==> src/rtl/dgf_pkg.sv <==
package dgf_pkg;

  localparam int CLS_W = 2;

  typedef enum logic [CLS_W-1:0] {
    CLS_REG    = 2'd0,
    CLS_STACK  = 2'd1,
    CLS_LDOP   = 2'd2,
    CLS_LDOPST = 2'd3
  } ins_cls_e;

  // Only read-modify-write to memory needs the complex decoder
  function automatic logic cls_is_complex(input logic [CLS_W-1:0] cls);
    return cls == CLS_LDOPST;
  endfunction

endpackage

==> src/rtl/dgf_slot_pick.sv <==
module dgf_slot_pick #(
  parameter int N_ENT   = 5,
  parameter int IDX_W   = 3,
  parameter int SLOT_ID = 0
) (
  input  logic             fuse_en,
  input  logic             run_i,
  input  logic             fuse_avail_i,
  input  logic [IDX_W-1:0] pos_i,
  input  logic [N_ENT-1:0] ent_vld,
  input  logic [N_ENT-1:0] ent_cplx,
  input  logic [N_ENT-1:0] ent_cmp,
  input  logic [N_ENT-1:0] ent_jcc,
  output logic             run_o,
  output logic             fuse_avail_o,
  output logic [IDX_W-1:0] pos_o,
  output logic             take_o,
  output logic             fuse_o
);

  localparam bit CPLX_OK = (SLOT_ID == 0);

  logic [N_ENT-1:0] nxt_vld_vec, nxt_jcc_vec;
  logic cur_vld, cur_cplx, cur_cmp, nxt_vld, nxt_jcc;
  logic take, fuse;

  // neighbour view: bit k holds entry k+1, top bit reads as absent
  assign nxt_vld_vec = ent_vld >> 1;
  assign nxt_jcc_vec = ent_jcc >> 1;

  always_comb begin
    cur_vld  = 1'b0;
    cur_cplx = 1'b0;
    cur_cmp  = 1'b0;
    nxt_vld  = 1'b0;
    nxt_jcc  = 1'b0;
    for (int k = 0; k < N_ENT; k++) begin
      if (pos_i == IDX_W'(k)) begin
        cur_vld  = ent_vld[k];
        cur_cplx = ent_cplx[k];
        cur_cmp  = ent_cmp[k];
        nxt_vld  = nxt_vld_vec[k];
        nxt_jcc  = nxt_jcc_vec[k];
      end
    end
  end

  assign take = run_i && cur_vld && (CPLX_OK || !cur_cplx);
  assign fuse = take && fuse_en && fuse_avail_i && cur_cmp && nxt_vld && nxt_jcc;

  always_comb begin
    if (fuse)      pos_o = pos_i + IDX_W'(2);
    else if (take) pos_o = pos_i + IDX_W'(1);
    else           pos_o = pos_i;
  end

  assign run_o        = take;
  assign fuse_avail_o = fuse_avail_i && !fuse;
  assign take_o       = take;
  assign fuse_o       = fuse;

endmodule

==> src/rtl/dgf_out_reg.sv <==
module dgf_out_reg #(
  parameter int W = 8
) (
  input  logic         clk,
  input  logic         rst_n,
  input  logic         en,
  input  logic [W-1:0] d,
  output logic [W-1:0] q
);

  always_ff @(posedge clk or negedge rst_n) begin
    if (!rst_n)  q <= '0;
    else if (en) q <= d;
  end

endmodule

==> src/rtl/dgf_group_former.sv <==
module dgf_group_former
  import dgf_pkg::*;
#(
  parameter int NUM_ENTRIES = 5,
  parameter int NUM_SLOTS   = 4,
  localparam int IDX_W      = $clog2(NUM_ENTRIES + 1)
) (
  input  logic                         clk,
  input  logic                         rst_n,
  input  logic                         stall,
  input  logic                         mode_64,
  input  logic [NUM_ENTRIES-1:0]       win_vld,
  input  logic [NUM_ENTRIES*CLS_W-1:0] win_cls,
  input  logic [NUM_ENTRIES-1:0]       win_cmp,
  input  logic [NUM_ENTRIES-1:0]       win_jcc,
  output logic [NUM_SLOTS-1:0]         slot_vld,
  output logic [NUM_SLOTS*IDX_W-1:0]   slot_idx,
  output logic [NUM_SLOTS-1:0]         slot_fused,
  output logic [IDX_W-1:0]             consumed
);

  localparam int REG_W = 2 * NUM_SLOTS + NUM_SLOTS * IDX_W + IDX_W;

  logic [NUM_ENTRIES-1:0] ent_cplx;
  logic [NUM_SLOTS:0]     run_c, favail_c;
  logic [IDX_W-1:0]       pos_c [NUM_SLOTS+1];
  logic [NUM_SLOTS-1:0]   take_c, fuse_c;
  logic [NUM_SLOTS*IDX_W-1:0] idx_c;
  logic [REG_W-1:0]       nxt_q, cur_q;

  for (genvar e = 0; e < NUM_ENTRIES; e++) begin : g_cls
    assign ent_cplx[e] = cls_is_complex(win_cls[e*CLS_W +: CLS_W]);
  end

  assign run_c[0]    = 1'b1;
  assign favail_c[0] = 1'b1;
  assign pos_c[0]    = '0;

  // one picker per slot, chained oldest-first
  for (genvar s = 0; s < NUM_SLOTS; s++) begin : g_slot
    dgf_slot_pick #(
      .N_ENT  (NUM_ENTRIES),
      .IDX_W  (IDX_W),
      .SLOT_ID(s)
    ) u_pick (
      .fuse_en     (!mode_64),
      .run_i       (run_c[s]),
      .fuse_avail_i(favail_c[s]),
      .pos_i       (pos_c[s]),
      .ent_vld     (win_vld),
      .ent_cplx    (ent_cplx),
      .ent_cmp     (win_cmp),
      .ent_jcc     (win_jcc),
      .run_o       (run_c[s+1]),
      .fuse_avail_o(favail_c[s+1]),
      .pos_o       (pos_c[s+1]),
      .take_o      (take_c[s]),
      .fuse_o      (fuse_c[s])
    );
    assign idx_c[s*IDX_W +: IDX_W] = take_c[s] ? pos_c[s] : '0;
  end

  // next-state: a stalled cycle registers an empty group
  always_comb begin
    if (stall) nxt_q = '0;
    else       nxt_q = {take_c, fuse_c, idx_c, pos_c[NUM_SLOTS]};
  end

  dgf_out_reg #(.W(REG_W)) u_oreg (
    .clk  (clk),
    .rst_n(rst_n),
    .en   (1'b1),
    .d    (nxt_q),
    .q    (cur_q)
  );

  assign {slot_vld, slot_fused, slot_idx, consumed} = cur_q;


  count_range_chk: assert property (@(posedge clk) disable iff (!rst_n)
    consumed <= IDX_W'(NUM_ENTRIES));


  count_match_chk: assert property (@(posedge clk) disable iff (!rst_n)
    32'(consumed) == $countones(slot_vld) + $countones(slot_fused));


  one_fuse_chk: assert property (@(posedge clk) disable iff (!rst_n)
    $countones(slot_fused) <= 1);


  fused_on_valid_chk: assert property (@(posedge clk) disable iff (!rst_n)
    (slot_fused & ~slot_vld) == '0);


  no_fuse_64_chk: assert property (@(posedge clk) disable iff (!rst_n)
    $past(mode_64) |-> slot_fused == '0);


  stall_empty_chk: assert property (@(posedge clk) disable iff (!rst_n)
    $past(stall) |-> (consumed == '0 && slot_vld == '0));

  for (genvar s = 1; s < NUM_SLOTS; s++) begin : g_ord_chk

    slot_order_chk: assert property (@(posedge clk) disable iff (!rst_n)
      slot_vld[s] |-> (slot_vld[s-1] &&
        slot_idx[s*IDX_W +: IDX_W] > slot_idx[(s-1)*IDX_W +: IDX_W]));
  end

endmodule

==> config.mk <==
export PLATFORM = sky130hd
export DESIGN_NAME = dgf_group_former
export DESIGN_NICKNAME = d
export VERILOG_FILES = /design/src/rtl/dgf_pkg.sv /design/src/rtl/dgf_slot_pick.sv /design/src/rtl/dgf_out_reg.sv /design/src/rtl/dgf_group_former.sv
export SDC_FILE = /design/constraint.sdc
export NUM_CORES = 1
export LEC_CHECK = 0
export ABC_CLOCK_PERIOD_IN_PS = 800
export BUFFER_PORTS_ARGS = -buffer_cell sky130_fd_sc_hd__clkbuf_2
export CELL_PAD_IN_SITES_DETAIL_PLACEMENT = 1
export CELL_PAD_IN_SITES_GLOBAL_PLACEMENT = 2
export CORE_UTILIZATION = 34
export DETAILED_ROUTE_END_ITERATION = 6
export PLACE_DENSITY_LB_ADDON = 0.1
export SLEW_MARGIN = 20
export SYNTH_ARGS = -nofsm -noshare
export SYNTH_HDL_FRONTEND = slang
export SYNTH_HIERARCHICAL = 1
export SYNTH_SLANG_ARGS = --single-unit
==> constraint.sdc <==
create_clock -name clk -period 0.8 [get_ports clk]
set_input_delay 0.24 -clock clk [delete_from_list [all_inputs] [get_ports clk]]
set_output_delay 0.24 -clock clk [all_outputs]
set_load 0.005 [all_outputs]
# After elaboration in Yosys (flattened, before gate mapping)
# Index checks and enable logic that the tools add are counted.
# word_totals
memories	0
ram_bits	0
mem_bits_ro	0
latchBits	0
output_inout_bits	23
elab_cells	148
register_bits	23
# classes
n_mul	0
eq_ne	17
n_mux	87
bitwise_logic	0
reduce_logical	37
n_div	0
magnitude_cmp	0
add_sub_neg	6
n_shift	0
# op_table
cell	count
$mux 1	76
$mux 3	10
$logic_and 1x1->1	27
$mux 23	1
$eq 3x2->1 const B	6
$eq 2x2->1 const B	5
$add 3x1->3 const B	3
$add 3x2->3 const B	3
$eq 3x1->1 const B	3
$eq 3x3->1 const B	3
$logic_not 3->1	3
$logic_not 1->1	7

# Depth between registers and ports, before layout
# logic_depth
word_depth	49
mapped_depth	31

# Cells and area by module
# Netlist, hierarchy kept.
# modules_own_cells
module	seq_area_each_um2	instances	cells_per_inst	area_each_um2
dgf_slot_pick at g_slot[1].u_pick ...	0.0	3	44	336.6
dgf_out_reg	575.6	1	48	857.1
dgf_slot_pick at g_slot[0].u_pick	0.0	1	47	345.3
dgf_group_former	0.0	1	30	229.0

# Least setup slack after synthesis
# Ideal clock, no wire load.
# synth_path
kind	input port to flip-flop
startpoint	input win_vld[0]
endpoint	register u_oreg.q[1]
t_required_ps	675
path_slack_ps	-5674
n_path_buf	0
setup_time_ps	125
path_stages	25
t_arrival_ps	6350
cell_sequence	nand3b_1 > a221oi_2 > a21boi_2 > or2_4 > a31oi_1 > inv_1 > ha_1 > a221o_1 > a211o_2 > mux2i_1 > a2bb2oi_1 > inv_1 > ha_1 > a221o_1 > a211o_2 > mux2i_1 > a2bb2oi_1 > inv_1 > ha_1 > a221o_1 > a211o_2 > and3_4 > a221o_1 > nor2b_2 > mux2_2
# synth_rtl
element	line	rtl
start: declaration	dgf_group_former.sv:12	input logic [NUM_ENTRIES-1:0] win_vld,
end signal: assignment	dgf_out_reg.sv:12	if (!rst_n) q <= '0;
end signal: assignment	dgf_out_reg.sv:13	else if (en) q <= d;
end: declaration	dgf_out_reg.sv:8	output logic [W-1:0] q

==> results.ini <==
[sta]
period_share_pct = 797.0
maxSlewViolCount = 0
holdWs_ns = 0.4873
setup_violations = 43
max_freq_ghz = 0.1568
finalCriticalPeriod_ns = 6.376
setup_ws_ns = -5.576
hold_violations = 0
rsz0062_at_grt = yes

[power_and_ir_drop]
power_leakage_nw = 2.178
p_per_area_mw_per_mm2 = 1038
ir_worst_vdd_mv = 0.5655

[setup_path]
cpMaxStageDelayCell = a221o_2
crit_family = compound AO/OA/AOI/OAI gates
worstPathRequired_ns = 0.96
arrival_ns = 6.53
crit_buf_inv = 4
startpoint = win_vld[0]
endpoint_kind = flop
slowest_delay_ns = 0.40
crit_type = primary input to flop
cp-start-kind = primary input
cp_max_fo = 4
crit_top_cell = a221o_1

[cells_and_area]
syn2layout_area_growth_pct = 77.08
reg_top3 = u_oreg/q x23
layoutNonFillerInstCount = 550
nFillCells = 801
fin_nets = 504
largest_reg_flops = 23
diodes = 0
layout-drive-gt1-share_pct = 61.67
max_flop_register = u_oreg/q
finalInstanceArea_mm2 = 0.004312

[die]
die_area_mm2 = 0.007504
die_y_um = 86.63
fp.dieW_um = 86.63
ios = 52
core.rowCount = 30
initial_core_util_pct = 35.45
core_area_mm2 = 0.006869

[route]
drc_errors = 0
drtIter0Drc = 205
ant_nets = 0
wirelength_um = 10640
dr.pass1.iters = 4
viasPerCell = 5.196
wl_per_cell_um = 19.34
vias = 2858

[placed_design]
gp_congestion = 0.8334
dp_cells = 489
place_area_mm2 = 0.003497
hpwl_um = 6380
io_buffers = 49

[grt]
grt_overflow = 0
grt_max_degree = 24
grt_pass1_vias = 2883
grt.total_usage_pct = 25.42
antenna_found_initial = 0
grt_pass1_wl_um = 14630

[worst_hold_path]
hp-class = primary input to asynchronous set/reset pin

[job]
cap_violations = 0

[clock_tree]
cts_tree = yes
cts.sinks = 23
cts_made_buffers = 3
path_clk_slew_ns = 0.08
htreeDepth = 1
clockRootBuffer = clkbuf_8
clock_path_buffers = 2

[yosys]
yosysWarnings = 6
syn_area_mm2 = 0.002435
synth_area_per_cell_um2 = 9.511
syn_inst = 256

[outcome]
violations = negative setup slack
outcome = finished, violations left

worst paths after layout:
kind | endpoint | slack (ns) | cells past startpoint
min in group clk | u_oreg/q[15] | 0.60 | 3
hold / removal | u_oreg/q[14] | 0.49 | 3
setup / recovery | u_oreg/q[1] | -5.58 | 28
max in group asynchronous | u_oreg/q[10] | 0.17 | 3
metal layers:
metal	track usage [%]	up-vias	part of all wire, %
li1	-	1314	-
met1	30.63	1445	41
met2	48.27	71	53
met3	2.762	28	3.0
met4	5.455	0	3.3
met5	0	-	0
where the power goes:
group	total [mW]	internal (mW)	switching, mW
Sequential	1.23	1.21	0.0256
Combinational	2.50	1.31	1.19
Clock	0.742	0.356	0.386
area by class of cell:
| class | count | area, um2 | area share [%] |
|---|---|---|---|
| Inverter | 24 | 95.09 | 2.205 |
| Sequential cell | 23 | 575.6 | 13.35 |
| Timing Repair Buffer | 176 | 1284 | 29.77 |
| Clock buffer | 4 | 45.04 | 1.045 |
| Multi-Input combinational cell | 227 | 2192 | 50.84 |
| Tap cell | 96 | 120.1 | 2.786 |
placed cells by master, fill, tap and decap left out, types with 9 or more instances in the layout:
cell / n
mux2_4: 11
clkbuf_2: 48
dfrtp_1: 23
inv_1: 14
and3b_1: 12
mux2_2: 12
conb_1: 28
buf_6: 18
and4b_1: 9
nand3_1: 12
buf_4: 108
stage by stage:
stage               TNS [ns]  setup slack, ns  power [mW]  utilization [%]
global route          -86.90           -5.758       4.701            62.77
floorplan             -67.79           -5.290       2.267                -
global placement      -77.80           -5.600       3.048            50.91
CTS                   -77.35           -5.250       4.045            57.56
finish                -83.61           -5.576       4.475            62.77
detailed placement    -79.94           -5.778       3.083            50.91
worst min-delay path, stage by stage:
cell and delay (ns):
dlygate4sd3_1 0.54, clkbuf_2 0.14, buf_12 0.18
what timing repair did:
action | in CTS | in global routing
buffers inserted | 43 | 23
pin swaps | 15 | 18
gates resized for setup | 35 | 49
endpoints found under the hold margin | 23 | 0
hold buffers | 1 | 0
setup endpoints to repair | 43 | 43
Power figures use the tool's default switching activity.
